[config.mk]
export PLATFORM = sky130hd
export DESIGN_NAME = bytebus_seq
export DESIGN_NICKNAME = d
export VERILOG_FILES = /design/src/rtl/bytebus_pkg.sv /design/src/rtl/bytebus_waitcnt.sv /design/src/rtl/bytebus_fsm.sv /design/src/rtl/bytebus_lanes.sv /design/src/rtl/bytebus_seq.sv
export SDC_FILE = /design/constraint.sdc
export NUM_CORES = 1
export LEC_CHECK = 0
export ABC_AREA = 1
export BUFFER_PORTS_ARGS = -buffer_cell sky130_fd_sc_hd__buf_2
export CAP_MARGIN = 20
export CORE_MARGIN = 2
export CORE_UTILIZATION = 47
export DETAILED_ROUTE_END_ITERATION = 10
export PLACE_DENSITY = 0.87
export SLEW_MARGIN = 10
export SYNTH_ARGS = -nofsm -noshare
export SYNTH_HDL_FRONTEND = slang
export SYNTH_SLANG_ARGS = --single-unit
[constraint.sdc]
create_clock -name clk -period 1.6 [get_ports clk]
set_input_delay 0 -clock clk [delete_from_list [all_inputs] [get_ports clk]]
set_output_delay 0 -clock clk [all_outputs]
set_load 0.05 [all_outputs]
[src/rtl/bytebus_pkg.sv]
package bytebus_pkg;

   typedef enum logic [2:0] {
      PH_IDLE   = 3'd0,
      PH_FRAME  = 3'd1,
      PH_TURN   = 3'd2,
      PH_SETUP  = 3'd3,
      PH_WAIT   = 3'd4,
      PH_STROBE = 3'd5
   } phase_e;

   localparam int unsigned LANE_W = 8;

endpackage

[src/rtl/bytebus_waitcnt.sv]
module bytebus_waitcnt #(
   parameter int unsigned WS_W = 3
) (
   input  logic            clk,
   input  logic            rst_n,
   input  logic            load,
   input  logic [WS_W-1:0] load_val,
   output logic            zero
);
   localparam logic [WS_W-1:0] WS_ONE = WS_W'(1);

   logic [WS_W-1:0] cnt_q;

   always_ff @(posedge clk or negedge rst_n) begin
      if (!rst_n)
         cnt_q <= '0;
      else if (load)
         cnt_q <= load_val;
      else if (cnt_q != '0)
         cnt_q <= cnt_q - WS_ONE;
   end

   assign zero = (cnt_q == '0);


   wait_dec_chk: assert property (@(posedge clk) disable iff (!rst_n)
      (!load && cnt_q != '0) |=> ((cnt_q + WS_ONE) == $past(cnt_q)));

endmodule

[src/rtl/bytebus_fsm.sv]
module bytebus_fsm
   import bytebus_pkg::*;
#(
   parameter int unsigned ADDR_W = 24,
   parameter int unsigned DATA_W = 8,
   parameter int unsigned WS_W   = 3,
   parameter int unsigned LEN_W  = 4
) (
   input  logic              clk,
   input  logic              rst_n,
   input  logic              req_valid,
   input  logic              req_write,
   input  logic [ADDR_W-1:0] req_addr,
   input  logic [LEN_W-1:0]  req_len,
   input  logic [WS_W-1:0]   req_wait,
   input  logic [DATA_W-1:0] req_wdata,
   input  logic [DATA_W-1:0] rd_lane_i,
   input  logic              wt_zero,
   output phase_e            phase_o,
   output logic              is_write_o,
   output logic [ADDR_W-1:0] addr_o,
   output logic [DATA_W-1:0] wbyte_o,
   output logic              wt_load,
   output logic [WS_W-1:0]   wt_val,
   output logic              done_o,
   output logic [DATA_W-1:0] rdata_o,
   output logic              ready_o
);
   localparam logic [WS_W-1:0]   WS_ONE   = WS_W'(1);
   localparam logic [LEN_W-1:0]  LEN_ONE  = LEN_W'(1);
   localparam logic [ADDR_W-1:0] ADDR_ONE = ADDR_W'(1);

   phase_e            ph_q, ph_d;
   logic              wr_q;
   logic [ADDR_W-1:0] addr_q;
   logic [LEN_W-1:0]  left_q;
   logic [WS_W-1:0]   ws_q;
   logic [DATA_W-1:0] wbyte_q;
   logic [DATA_W-1:0] rdata_q;
   logic              done_q;
   logic              accept;
   logic              strobe_end;

   assign accept     = (ph_q == PH_IDLE) && req_valid;
   assign strobe_end = (ph_q == PH_STROBE) && (wr_q || wt_zero);

   always_comb begin
      ph_d    = ph_q;
      wt_load = 1'b0;
      wt_val  = ws_q;
      unique case (ph_q)
         PH_IDLE:   if (req_valid) ph_d = PH_FRAME;
         PH_FRAME:  ph_d = PH_TURN;
         PH_TURN:   ph_d = PH_SETUP;
         PH_SETUP: begin
            wt_load = 1'b1;
            if (wr_q && ws_q != '0) begin
               ph_d   = PH_WAIT;
               wt_val = ws_q - WS_ONE;
            end else begin
               ph_d = PH_STROBE;
            end
         end
         PH_WAIT:   if (wt_zero) ph_d = PH_STROBE;
         PH_STROBE: begin
            if (strobe_end)
               ph_d = (left_q == '0) ? PH_IDLE : PH_SETUP;
         end
         default:   ph_d = PH_IDLE;
      endcase
   end

   always_ff @(posedge clk or negedge rst_n) begin
      if (!rst_n) begin
         ph_q    <= PH_IDLE;
         wr_q    <= 1'b0;
         addr_q  <= '0;
         left_q  <= '0;
         ws_q    <= '0;
         wbyte_q <= '0;
         rdata_q <= '0;
         done_q  <= 1'b0;
      end else begin
         ph_q   <= ph_d;
         done_q <= strobe_end;
         if (accept) begin
            wr_q   <= req_write;
            addr_q <= req_addr;
            left_q <= req_len;
            ws_q   <= req_wait;
         end
         if (ph_q == PH_SETUP)
            wbyte_q <= req_wdata;
         if (strobe_end && !wr_q)
            rdata_q <= rd_lane_i;
         if (strobe_end && left_q != '0) begin
            left_q <= left_q - LEN_ONE;
            addr_q <= addr_q + ADDR_ONE;
         end
      end
   end

   assign phase_o    = ph_q;
   assign is_write_o = wr_q;
   assign addr_o     = addr_q;
   assign wbyte_o    = wbyte_q;
   assign done_o     = done_q;
   assign rdata_o    = rdata_q;
   assign ready_o    = (ph_q == PH_IDLE);


   frame_turn_chk: assert property (@(posedge clk) disable iff (!rst_n)
      (ph_q == PH_FRAME) |=> (ph_q == PH_TURN));


   left_hold_chk: assert property (@(posedge clk) disable iff (!rst_n)
      (ph_q != PH_IDLE && !strobe_end) |=> $stable(left_q));


   setup_once_chk: assert property (@(posedge clk) disable iff (!rst_n)
      (ph_q == PH_SETUP) |=> (ph_q == PH_WAIT || ph_q == PH_STROBE));

endmodule

[src/rtl/bytebus_lanes.sv]
module bytebus_lanes
   import bytebus_pkg::*;
#(
   parameter int unsigned ADDR_W = 24,
   parameter int unsigned DATA_W = 8
) (
   input  phase_e                     phase_i,
   input  logic                       is_write_i,
   input  logic [ADDR_W-1:0]          addr_i,
   input  logic [DATA_W-1:0]          wbyte_i,
   output logic [ADDR_W+DATA_W-1:0]   bus_o,
   output logic [(ADDR_W+DATA_W)/LANE_W-1:0] lane_oe_o,
   output logic                       ce_n_o,
   output logic                       ds_n_o,
   output logic                       wr_n_o,
   output logic                       rd_n_o,
   output logic                       ctl_oe_o
);
   localparam int unsigned A_LANES = ADDR_W / LANE_W;
   localparam int unsigned D_LANES = DATA_W / LANE_W;

   logic addr_phase;
   logic data_phase;
   logic strobe;

   assign addr_phase = (phase_i == PH_SETUP) || (phase_i == PH_WAIT) ||
                       (phase_i == PH_STROBE);
   assign data_phase = is_write_i &&
                       ((phase_i == PH_WAIT) || (phase_i == PH_STROBE));
   assign strobe     = (phase_i == PH_STROBE);

   for (genvar i = 0; i < A_LANES; i++) begin : g_alane
      assign lane_oe_o[i]              = addr_phase;
      assign bus_o[LANE_W*i +: LANE_W] = addr_phase ? addr_i[LANE_W*i +: LANE_W]
                                                    : '0;
   end

   for (genvar j = 0; j < D_LANES; j++) begin : g_dlane
      assign lane_oe_o[A_LANES+j]                = data_phase;
      assign bus_o[LANE_W*(A_LANES+j) +: LANE_W] =
         data_phase ? wbyte_i[LANE_W*j +: LANE_W] : '0;
   end

   assign ce_n_o   = !addr_phase;
   assign ds_n_o   = !strobe;
   assign wr_n_o   = !(strobe && is_write_i);
   assign rd_n_o   = !(strobe && !is_write_i);
   assign ctl_oe_o = (phase_i != PH_IDLE);

endmodule

[src/rtl/bytebus_seq.sv]
module bytebus_seq
   import bytebus_pkg::*;
#(
   parameter int unsigned ADDR_W = 24,
   parameter int unsigned DATA_W = 8,
   parameter int unsigned WS_W   = 3,
   parameter int unsigned LEN_W  = 4
) (
   input  logic                              clk,
   input  logic                              rst_n,
   input  logic                              req_valid,
   input  logic                              req_write,
   input  logic [ADDR_W-1:0]                 req_addr,
   input  logic [LEN_W-1:0]                  req_len,
   input  logic [WS_W-1:0]                   req_wait,
   input  logic [DATA_W-1:0]                 req_wdata,
   output logic                              req_ready,
   output logic                              done,
   output logic [DATA_W-1:0]                 rd_data,
   output logic [ADDR_W+DATA_W-1:0]          bus_o,
   output logic [(ADDR_W+DATA_W)/8-1:0]      bus_oe,
   input  logic [DATA_W-1:0]                 bus_data_i,
   output logic                              ce_n,
   output logic                              ds_n,
   output logic                              wr_n,
   output logic                              rd_n,
   output logic                              ctl_oe
);
   localparam int unsigned LANES = (ADDR_W + DATA_W) / LANE_W;

   if (ADDR_W % LANE_W != 0 || ADDR_W == 0) begin : g_bad_addr
      $error("bytebus_seq: ADDR_W must be a nonzero multiple of 8");
   end
   if (DATA_W % LANE_W != 0 || DATA_W == 0) begin : g_bad_data
      $error("bytebus_seq: DATA_W must be a nonzero multiple of 8");
   end
   if (WS_W == 0 || LEN_W == 0) begin : g_bad_cnt
      $error("bytebus_seq: WS_W and LEN_W must be at least 1");
   end

   phase_e            phase;
   logic              is_write;
   logic [ADDR_W-1:0] cur_addr;
   logic [DATA_W-1:0] wbyte;
   logic              wt_load;
   logic [WS_W-1:0]   wt_val;
   logic              wt_zero;

   bytebus_fsm #(
      .ADDR_W (ADDR_W),
      .DATA_W (DATA_W),
      .WS_W   (WS_W),
      .LEN_W  (LEN_W)
   ) u_fsm (
      .clk        (clk),
      .rst_n      (rst_n),
      .req_valid  (req_valid),
      .req_write  (req_write),
      .req_addr   (req_addr),
      .req_len    (req_len),
      .req_wait   (req_wait),
      .req_wdata  (req_wdata),
      .rd_lane_i  (bus_data_i),
      .wt_zero    (wt_zero),
      .phase_o    (phase),
      .is_write_o (is_write),
      .addr_o     (cur_addr),
      .wbyte_o    (wbyte),
      .wt_load    (wt_load),
      .wt_val     (wt_val),
      .done_o     (done),
      .rdata_o    (rd_data),
      .ready_o    (req_ready)
   );

   bytebus_waitcnt #(
      .WS_W (WS_W)
   ) u_wait (
      .clk      (clk),
      .rst_n    (rst_n),
      .load     (wt_load),
      .load_val (wt_val),
      .zero     (wt_zero)
   );

   bytebus_lanes #(
      .ADDR_W (ADDR_W),
      .DATA_W (DATA_W)
   ) u_lanes (
      .phase_i    (phase),
      .is_write_i (is_write),
      .addr_i     (cur_addr),
      .wbyte_i    (wbyte),
      .bus_o      (bus_o),
      .lane_oe_o  (bus_oe),
      .ce_n_o     (ce_n),
      .ds_n_o     (ds_n),
      .wr_n_o     (wr_n),
      .rd_n_o     (rd_n),
      .ctl_oe_o   (ctl_oe)
   );


   rd_wr_excl_chk: assert property (@(posedge clk) disable iff (!rst_n)
      !(!rd_n && !wr_n));


   rd_lane_off_chk: assert property (@(posedge clk) disable iff (!rst_n)
      !rd_n |-> !bus_oe[LANES-1]);


   wr_onecyc_chk: assert property (@(posedge clk) disable iff (!rst_n)
      !wr_n |=> wr_n);


   rd_done_chk: assert property (@(posedge clk) disable iff (!rst_n)
      $rose(rd_n) |-> done);


   ce_addr_chk: assert property (@(posedge clk) disable iff (!rst_n)
      !ce_n |-> (bus_oe[0] && ctl_oe));


   idle_hold_chk: assert property (@(posedge clk) disable iff (!rst_n)
      (req_ready && !req_valid) |=> req_ready);

endmodule

==> impl_metrics.tcl, run 1 <==
set metrics [dict create \
    largest_delay_contributor_family_on_the_critical_path "flip-flops" \
    finalSetupViolCount 4 \
    synth_warnings 0 \
    synth.largest_area_cell "sky130_fd_sc_hd__dfrtp_1" \
    cts.clk_slew.worst_paths_ns 0.10 \
    die_x_um 89.80 \
    layout_worst_path_cycle_share_pct 101.3 \
    post_synth_and_or_nand_nor_area_fraction_pct 35.41 \
    worst-endpoint-required_ns 1.60 \
    vias_per_cell 5.228 \
    path_buf_inv 3 \
    layout_commonest_cell "sky130_fd_sc_hd__nand2_1" \
    avgSynthCellArea_um2 6.947 \
    power.clock.fraction_pct 7.5 \
    p_sw_mw 5.907 \
    ant_nets 0 \
    initial_utilization_pct 48.21 \
    setup_ws_ns -0.02155 \
    critical-path-slowest-cell "sky130_fd_sc_hd__dfrtp_2" \
    height_of_the_chip_um 89.80 \
    dpl_worst_slack_ns -0.07816 \
    arrival_worst_endpoint_ns 1.62 \
    clk_root_buffer_cell "sky130_fd_sc_hd__clkbuf_8" \
    met2_length_um 5648 \
    crit_path_start_kind "flop" \
    met3RoutedLength_um 816 \
    worst-setup-path-type "flop to primary output" \
    num_rows 31 \
    drt_iter0_markers 360 \
    die_area_um2 8063 \
    cts_max_path_buffers 2 \
    tritoncts "done" \
    seq_area_frac_synth_pct 39.78 \
    numClockSinks 55 \
    final_nets 727 \
    holdCritPathClass "primary input to flop" \
    cts_buffers 5 \
    failed_checks "negative setup slack" \
    drt-met1-wl_um 3963 \
    drt_wirelength_um 10700 \
    crit_chain "nand2_4 -> nor2_4 -> nor2_4 -> buf_12 -> inv_1 -> clkbuf_4" \
    core_um2 7176 \
    clk-insertion-delay-late_ns 0.32 \
    grt_first_pass_wirelength_um 16960 \
    power.leakage_nw 2.573 \
    yosys.cell_types.count 35 \
    power.ir.vdd_worst_v 0.001508 \
    max-slew-margin-rel_pct 75.21 \
    most_used_cells_in_the_layout_excluding_fill_and_tap_cells "143 x sky130_fd_sc_hd__nand2_1, 66 x sky130_fd_sc_hd__buf_2, 54 x sky130_fd_sc_hd__inv_1" \
    cpPeakStageDelay_ns 0.47 \
    transition_time_of_the_tightest_slew_check_pin_ns 0.3690 \
    dr_total_vias 4020 \
    synthesized_area_fraction_occupied_by_ao_oa_aoi_and_oai_cells_pct 9.873 \
    dominant_combinational_cell_family_by_area_after_synthesis "simple AND/OR/NAND/NOR gates" \
    layout_min_cycle_time_ns 1.622 \
    status "complete, but fails checks" \
    maxCapViolations 0 \
    pin_count 102 \
    syn_nets 556 \
    switching_share_pct 54.12 \
    final.hold.worst_slack_ns 0.006852 \
    critPathCaptureType "primary output" \
    worst_clock_skew_ns 0.007591 \
    seq_power_share_pct 24.7 \
    layout-drive-gt1-share_pct 32.24 \
    routedWlPerCell_um 13.92 \
    internal_dissipation_mw 5.008 \
    layout.filler_cells 539 \
    final-hold-violation-count 0 \
    areaGrowthSynthToFinish_pct 51.46 \
    route.detailed.drc 0 \
    critical_path_peak_fanout 13 \
    total_neg_setup_slack_ns -0.06467 \
    io_buffer_count 101 \
    ff_latch_area_um2 1381 \
    yosys.area.top_type_share_pct 39.78 \
    rsz0062_at_grt "yes" \
    multi_input_comb_area_um2 1916 \
    power_density_of_the_placed_cells_nw_per_um2 2083 \
    yosys.area_share.adder_pct 2.532 \
    yosys.area_share.xor_xnor_pct 1.519 \
    maxClockFrequency_mhz 616.7 \
    route.top_layer_used "met4" \
    antenna_cells_inserted 0 \
    synth_mux_area_share_pct 0 \
    grt_start_max_net_pins 27 \
    htree_levels 2 \
    number_of_cells_produced_by_synthesis 498 \
    grt_use_total_pct 24.84 \
    synth_cell_area_um2 3460 \
    post_synth_main_area_contributors "sky130_fd_sc_hd__dfrtp_1 40%, sky130_fd_sc_hd__nand2_1 16%, sky130_fd_sc_hd__nor2_1 8.1%" \
    grt_overflow_total 0 \
    drv_slew 0 \
    drt_pass1_iterations 6 \
    most_numerous_cell_on_the_critical_path "sky130_fd_sc_hd__nor2_4" \
    detailedPlacementHpwl_um 6914 \
    gp_congestion 0.9278 \
    first_global_vias 3990 \
    synth_seq_cells 55 \
    share_comb_of_total_power_pct 67.8 \
    regToRegSetupSlack_ns 0 \
    initial_antenna_violation_count 0 \
]
kinds of logic (layout without fill, tap and decap cells):
kind of cell    count (synthesis)  count (layout)
compound gates                 58              58
xor+xnor                        6               6
fa+ha+maj                       7               7
buf+inv                        82             254
flops                          55              55
simple gates                  290             290
per-stage QoR:
stage          util [%]  area (um2)  power [mW]  instances
4_1_cts           68.25        4897       9.966        760
3_5_place_dp      59.55        4273       8.839        709
5_1_grt           73.03        5240       11.64        769
2_1_floorplan         -        3485       7.205        498
6_report          73.03        5240       10.91        769
3_3_place_gp      59.55        4273       8.626        709
routing by layer:
metal,global-route usage (%),up-vias
met5,0,-
met4,6.923,0
met3,4.023,29
met2,46.53,231
met1,29.34,1857
li1,-,1903
registers in the layout, indices dropped and copies added, names as in the netlist:
name	flops
u_fsm.left_q	4
u_fsm.addr_o	24
u_fsm.rdata_o	8
u_fsm.done_o	1
u_fsm.phase_o	3
u_wait.cnt_q	3
u_fsm.ws_q	3
u_fsm.wbyte_o	8
u_fsm.is_write_o	1
synth_stat cells:
cell                        count
sky130_fd_sc_hd__inv_4          1
sky130_fd_sc_hd__nand2_1      149
sky130_fd_sc_hd__or2_2          1
sky130_fd_sc_hd__nor2_4         3
sky130_fd_sc_hd__a21oi_2        1
sky130_fd_sc_hd__inv_2          2
sky130_fd_sc_hd__nor2_8         1
sky130_fd_sc_hd__o21ai_1        9
sky130_fd_sc_hd__buf_2          5
sky130_fd_sc_hd__dfrtp_1       55
sky130_fd_sc_hd__nand2_4        1
sky130_fd_sc_hd__o21ai_0       23
sky130_fd_sc_hd__inv_1         61
sky130_fd_sc_hd__o211ai_2       1
sky130_fd_sc_hd__nand3b_1       1
sky130_fd_sc_hd__nor3_1         1
sky130_fd_sc_hd__ha_1           7
sky130_fd_sc_hd__xor2_1         6
sky130_fd_sc_hd__nand3_1       50
sky130_fd_sc_hd__a31oi_1        2
sky130_fd_sc_hd__nor2_2         2
sky130_fd_sc_hd__a21boi_0       1
sky130_fd_sc_hd__a211oi_1       1
sky130_fd_sc_hd__o211ai_1       7
sky130_fd_sc_hd__nand4_1        2
sky130_fd_sc_hd__a2bb2oi_1      2
sky130_fd_sc_hd__o21bai_1       1
sky130_fd_sc_hd__nor2_1        75
sky130_fd_sc_hd__nand2_2        4
sky130_fd_sc_hd__o22ai_1        1
sky130_fd_sc_hd__buf_4          6
sky130_fd_sc_hd__o21ai_2        1
sky130_fd_sc_hd__a21oi_1        8
sky130_fd_sc_hd__clkbuf_1       2
sky130_fd_sc_hd__buf_6          5
tightest hold or removal path: stages:
cell and delay [ns]:
sky130_fd_sc_hd__buf_2 0.08, sky130_fd_sc_hd__nand2_1 0.06, sky130_fd_sc_hd__nand2_1 0.05, sky130_fd_sc_hd__nand2_1 0.05
sky130_fd_sc_hd__nand2_1 0.05
path summary, 6_finish.rpt:
path | cells after the start | to | startpoint
worst max-delay path | 6 | bus_oe[1] | u_fsm.phase_o[1]
worst min-delay path | 5 | u_fsm.addr_o[16] | req_addr[16]
worst max register to register | 7 | u_fsm.addr_o[15] | u_fsm.addr_o[2]
worst min register to register | 2 | u_fsm.rdata_o[6] | u_fsm.rdata_o[6]
max in group asynchronous | 3 | u_fsm.addr_o[14] | rst_n
min in group asynchronous | 2 | u_fsm.addr_o[4] | rst_n
power by group through the flow:
| stage | Combinational (mW) | Clock, mW | Sequential (mW) |
|---|---|---|---|
| 2_1_floorplan | 4.28 | 0 | 2.92 |
| 3_3_place_gp | 6.02 | 0 | 2.61 |
| 5_1_grt | 7.99 | 0.877 | 2.77 |
| 6_report | 7.40 | 0.817 | 2.70 |
| 4_1_cts | 6.51 | 0.818 | 2.63 |
| 3_5_place_dp | 6.20 | 0 | 2.64 |
cell type report:
type	count	share of cell area (%)
clock buffer	5	1.313
clock inverter	3	0.4776
inverter	64	4.823
multi-input combinational	361	36.56
sequential	55	26.36
tap	99	2.364
timing repair buffer	182	28.10
timing repair:
item                       in CTS  in global routing
pin swaps                       3                 11
hold buffers                   41                  0
hold endpoints to repair       72                  0
buffers inserted                2                  7
setup endpoints to repair      69                 75
resized for setup              27                101
cloned                          1                  2
No activity file was read; power rests on OpenSTA's default activity.
==> inputs of run 2 (changes only) <==
--- a/config.mk
+++ b/config.mk
@@ -7,11 +7,11 @@
 export LEC_CHECK = 0
 export ABC_AREA = 1
 export BUFFER_PORTS_ARGS = -buffer_cell sky130_fd_sc_hd__buf_2
-export CAP_MARGIN = 20
 export CORE_MARGIN = 2
-export CORE_UTILIZATION = 47
+export CORE_UTILIZATION = 49
+export CTS_BUF_LIST = sky130_fd_sc_hd__clkbuf_4
 export DETAILED_ROUTE_END_ITERATION = 10
-export PLACE_DENSITY = 0.87
+export PLACE_DENSITY = 0.89
 export SLEW_MARGIN = 10
 export SYNTH_ARGS = -nofsm -noshare
 export SYNTH_HDL_FRONTEND = slang
==> run 2 against run 1 <==
  * The flow still finishes with violations (negative setup slack)
  * Critical endpoint is now bus_o[1]
  * First-iteration DRC count is 21% higher
  * Sequential power up 2%
  * Maximum frequency shrank 4.3%
  * Largest power group unchanged
  * Die area fell by 3.9%
  * Global-route usage up 3.1 points
==> impl_metrics.tcl, run 2 (same netlist as run 1, synthesis figures left out) <==
set metrics [dict create \
    total_neg_setup_slack_ns -1.829 \
    pin_count 102 \
    max-slew-margin-rel_pct 52.86 \
    path_buf_inv 2 \
    cts.clk_slew.worst_paths_ns 0.18 \
    met3RoutedLength_um 1255 \
    rsz0062_at_grt "yes" \
    num_rows 30 \
    areaGrowthSynthToFinish_pct 61.88 \
    htree_levels 2 \
    setup_ws_ns -0.09481 \
    route.detailed.drc 0 \
    core_um2 6832 \
    worst_clock_skew_ns 0.01887 \
    maxClockFrequency_mhz 590.0 \
    drt-met1-wl_um 4911 \
    internal_dissipation_mw 5.293 \
    largest_register_ff_count 24 \
    p_sw_mw 6.526 \
    maxCapViolations 0 \
    drt_iter0_markers 435 \
    detailedPlacementHpwl_um 6747 \
    final-hold-violation-count 0 \
    ant_nets 0 \
    cts_max_path_buffers 2 \
    initial_utilization_pct 50.64 \
    transition_time_of_the_tightest_slew_check_pin_ns 0.7072 \
    die_x_um 88.03 \
    layout.filler_cells 386 \
    routedWlPerCell_um 17.91 \
    critical_path_peak_fanout 13 \
    cts_buffers 5 \
    tritoncts "done" \
    worst-endpoint-required_ns 1.60 \
    most_numerous_cell_on_the_critical_path "sky130_fd_sc_hd__nor2_4" \
    grt_start_max_net_pins 56 \
    layout-drive-gt1-share_pct 36.16 \
    holdCritPathClass "primary input to asynchronous set/reset pin" \
    clk_root_buffer_cell "sky130_fd_sc_hd__clkbuf_4" \
    critPathCaptureType "primary output" \
    cpPeakStageDelay_ns 0.47 \
    layout_worst_path_cycle_share_pct 105.9 \
    largest_delay_contributor_family_on_the_critical_path "flip-flops" \
    power_density_of_the_placed_cells_nw_per_um2 2110 \
    cp.depth 6 \
    rr_worst_depth 10 \
    io_buffer_count 101 \
    status "complete, but fails checks" \
    drv_slew 0 \
    arrival_worst_endpoint_ns 1.69 \
    clk-insertion-delay-late_ns 0.39 \
    grt_use_total_pct 27.91 \
    total_power_mw 11.82 \
    layout_commonest_cell "sky130_fd_sc_hd__nand2_1" \
    most_used_cells_in_the_layout_excluding_fill_and_tap_cells "138 x sky130_fd_sc_hd__nand2_1, 63 x sky130_fd_sc_hd__buf_2, 54 x sky130_fd_sc_hd__inv_1" \
    initial_antenna_violation_count 0 \
    power.clock.fraction_pct 6.8 \
    crit_path_start_kind "flop" \
    power.ir.vdd_worst_v 0.001377 \
    dr_total_vias 4413 \
    drt_pass1_iterations 5 \
    layout_min_cycle_time_ns 1.695 \
    power.leakage_nw 2.687 \
    crit_chain "nand2_2 -> nor2_4 -> nor2_4 -> clkbuf_16 -> nor2_2 -> buf_6" \
    first_global_vias 4012 \
    grt_overflow_total 0 \
    final_nets 740 \
    finalSetupViolCount 45 \
    seq_power_share_pct 23.4 \
    grt_first_pass_wirelength_um 17300 \
    share_comb_of_total_power_pct 69.8 \
    gp_congestion 0.8849 \
    switching_share_pct 55.22 \
    die_area_um2 7748 \
    height_of_the_chip_um 88.03 \
    met2_length_um 7032 \
    vias_per_cell 5.665 \
    drt_wirelength_um 13960 \
    antenna_cells_inserted 0 \
    worst-setup-path-type "flop to primary output" \
    critical-path-slowest-cell "sky130_fd_sc_hd__dfrtp_2" \
    route.top_layer_used "met4" \
    failed_checks "negative setup slack" \
    numClockSinks 55 \
]
==> run 2: power groups by stage <==
stage / sequential [mW] / combinational (mW) / clock, mW
after global routing: 2.82 / 8.71 / 0.855
after detailed placement: 2.66 / 6.13 / 0
after CTS: 2.63 / 6.63 / 0.777
after floorplan: 2.92 / 4.28 / 0
final: 2.76 / 8.25 / 0.808
after global placement: 2.62 / 5.93 / 0
==> run 2: what timing repair did <==
item / 4_1_cts / 5_1_grt
hold buffers: 50 / 0
gates resized for setup: 48 / 133
gates cloned: 0 / 5
setup endpoints to repair: 63 / 78
setup buffers: 4 / 11
hold endpoints to repair: 104 / 0
pin swaps: 1 / 20
==> run 2: final cells by class <==
cell class	count	area (um2)	area share [%]
flip-flops and latches	55	1383	24.69
multi-input cells	361	2041	36.44
well taps	96	120.1	2.145
clock inverters	3	38.79	0.6926
clock buffers	5	37.54	0.6702
inverters	64	259.0	4.625
repair buffers	195	1722	30.74
==> run 2: layer usage <==
layer | global-route usage, % | up-vias
li1 | - | 1931
met1 | 32.80 | 2066
met2 | 51.58 | 330
met3 | 4.713 | 86
met4 | 9.091 | 0
met5 | 0 | -
==> run 2: metrics by stage <==
stage               cells  setup WS, ns  cell area [um2]  utilization [%]  hold slack (ns)
CTS                   763      -0.01735             4960            72.60           0.3003
finish                779      -0.09481             5600            81.98           0.2787
global route          779       -0.1960             5600            81.98           0.3210
floorplan             498       -0.1996             3485                -          -0.2956
detailed placement    701      -0.08618             4219            61.76           0.1878
global placement      701       0.02882             4219            61.76           0.1723
==> run 2: final timing paths <==
kind,start,endpoint,slack (ns)
setup / recovery,u_fsm.phase_o[1],bus_o[1],-0.09
hold / removal,rst_n,u_fsm.addr_o[19],0.28
setup reg to reg,u_fsm.phase_o[1],u_fsm.left_q[3],-0.07
hold reg to reg,u_fsm.rdata_o[2],u_fsm.rdata_o[2],0.50
max in group asynchronous,rst_n,u_fsm.phase_o[1],0.82
min in group clk,req_wdata[6],u_fsm.wbyte_o[6],0.36
==> run 2: worst min-delay path, delay by kind of cell <==
| family | cells | cell delay [ns] |
|---|---|---|
| buf+inv | 3 | 1.20 |
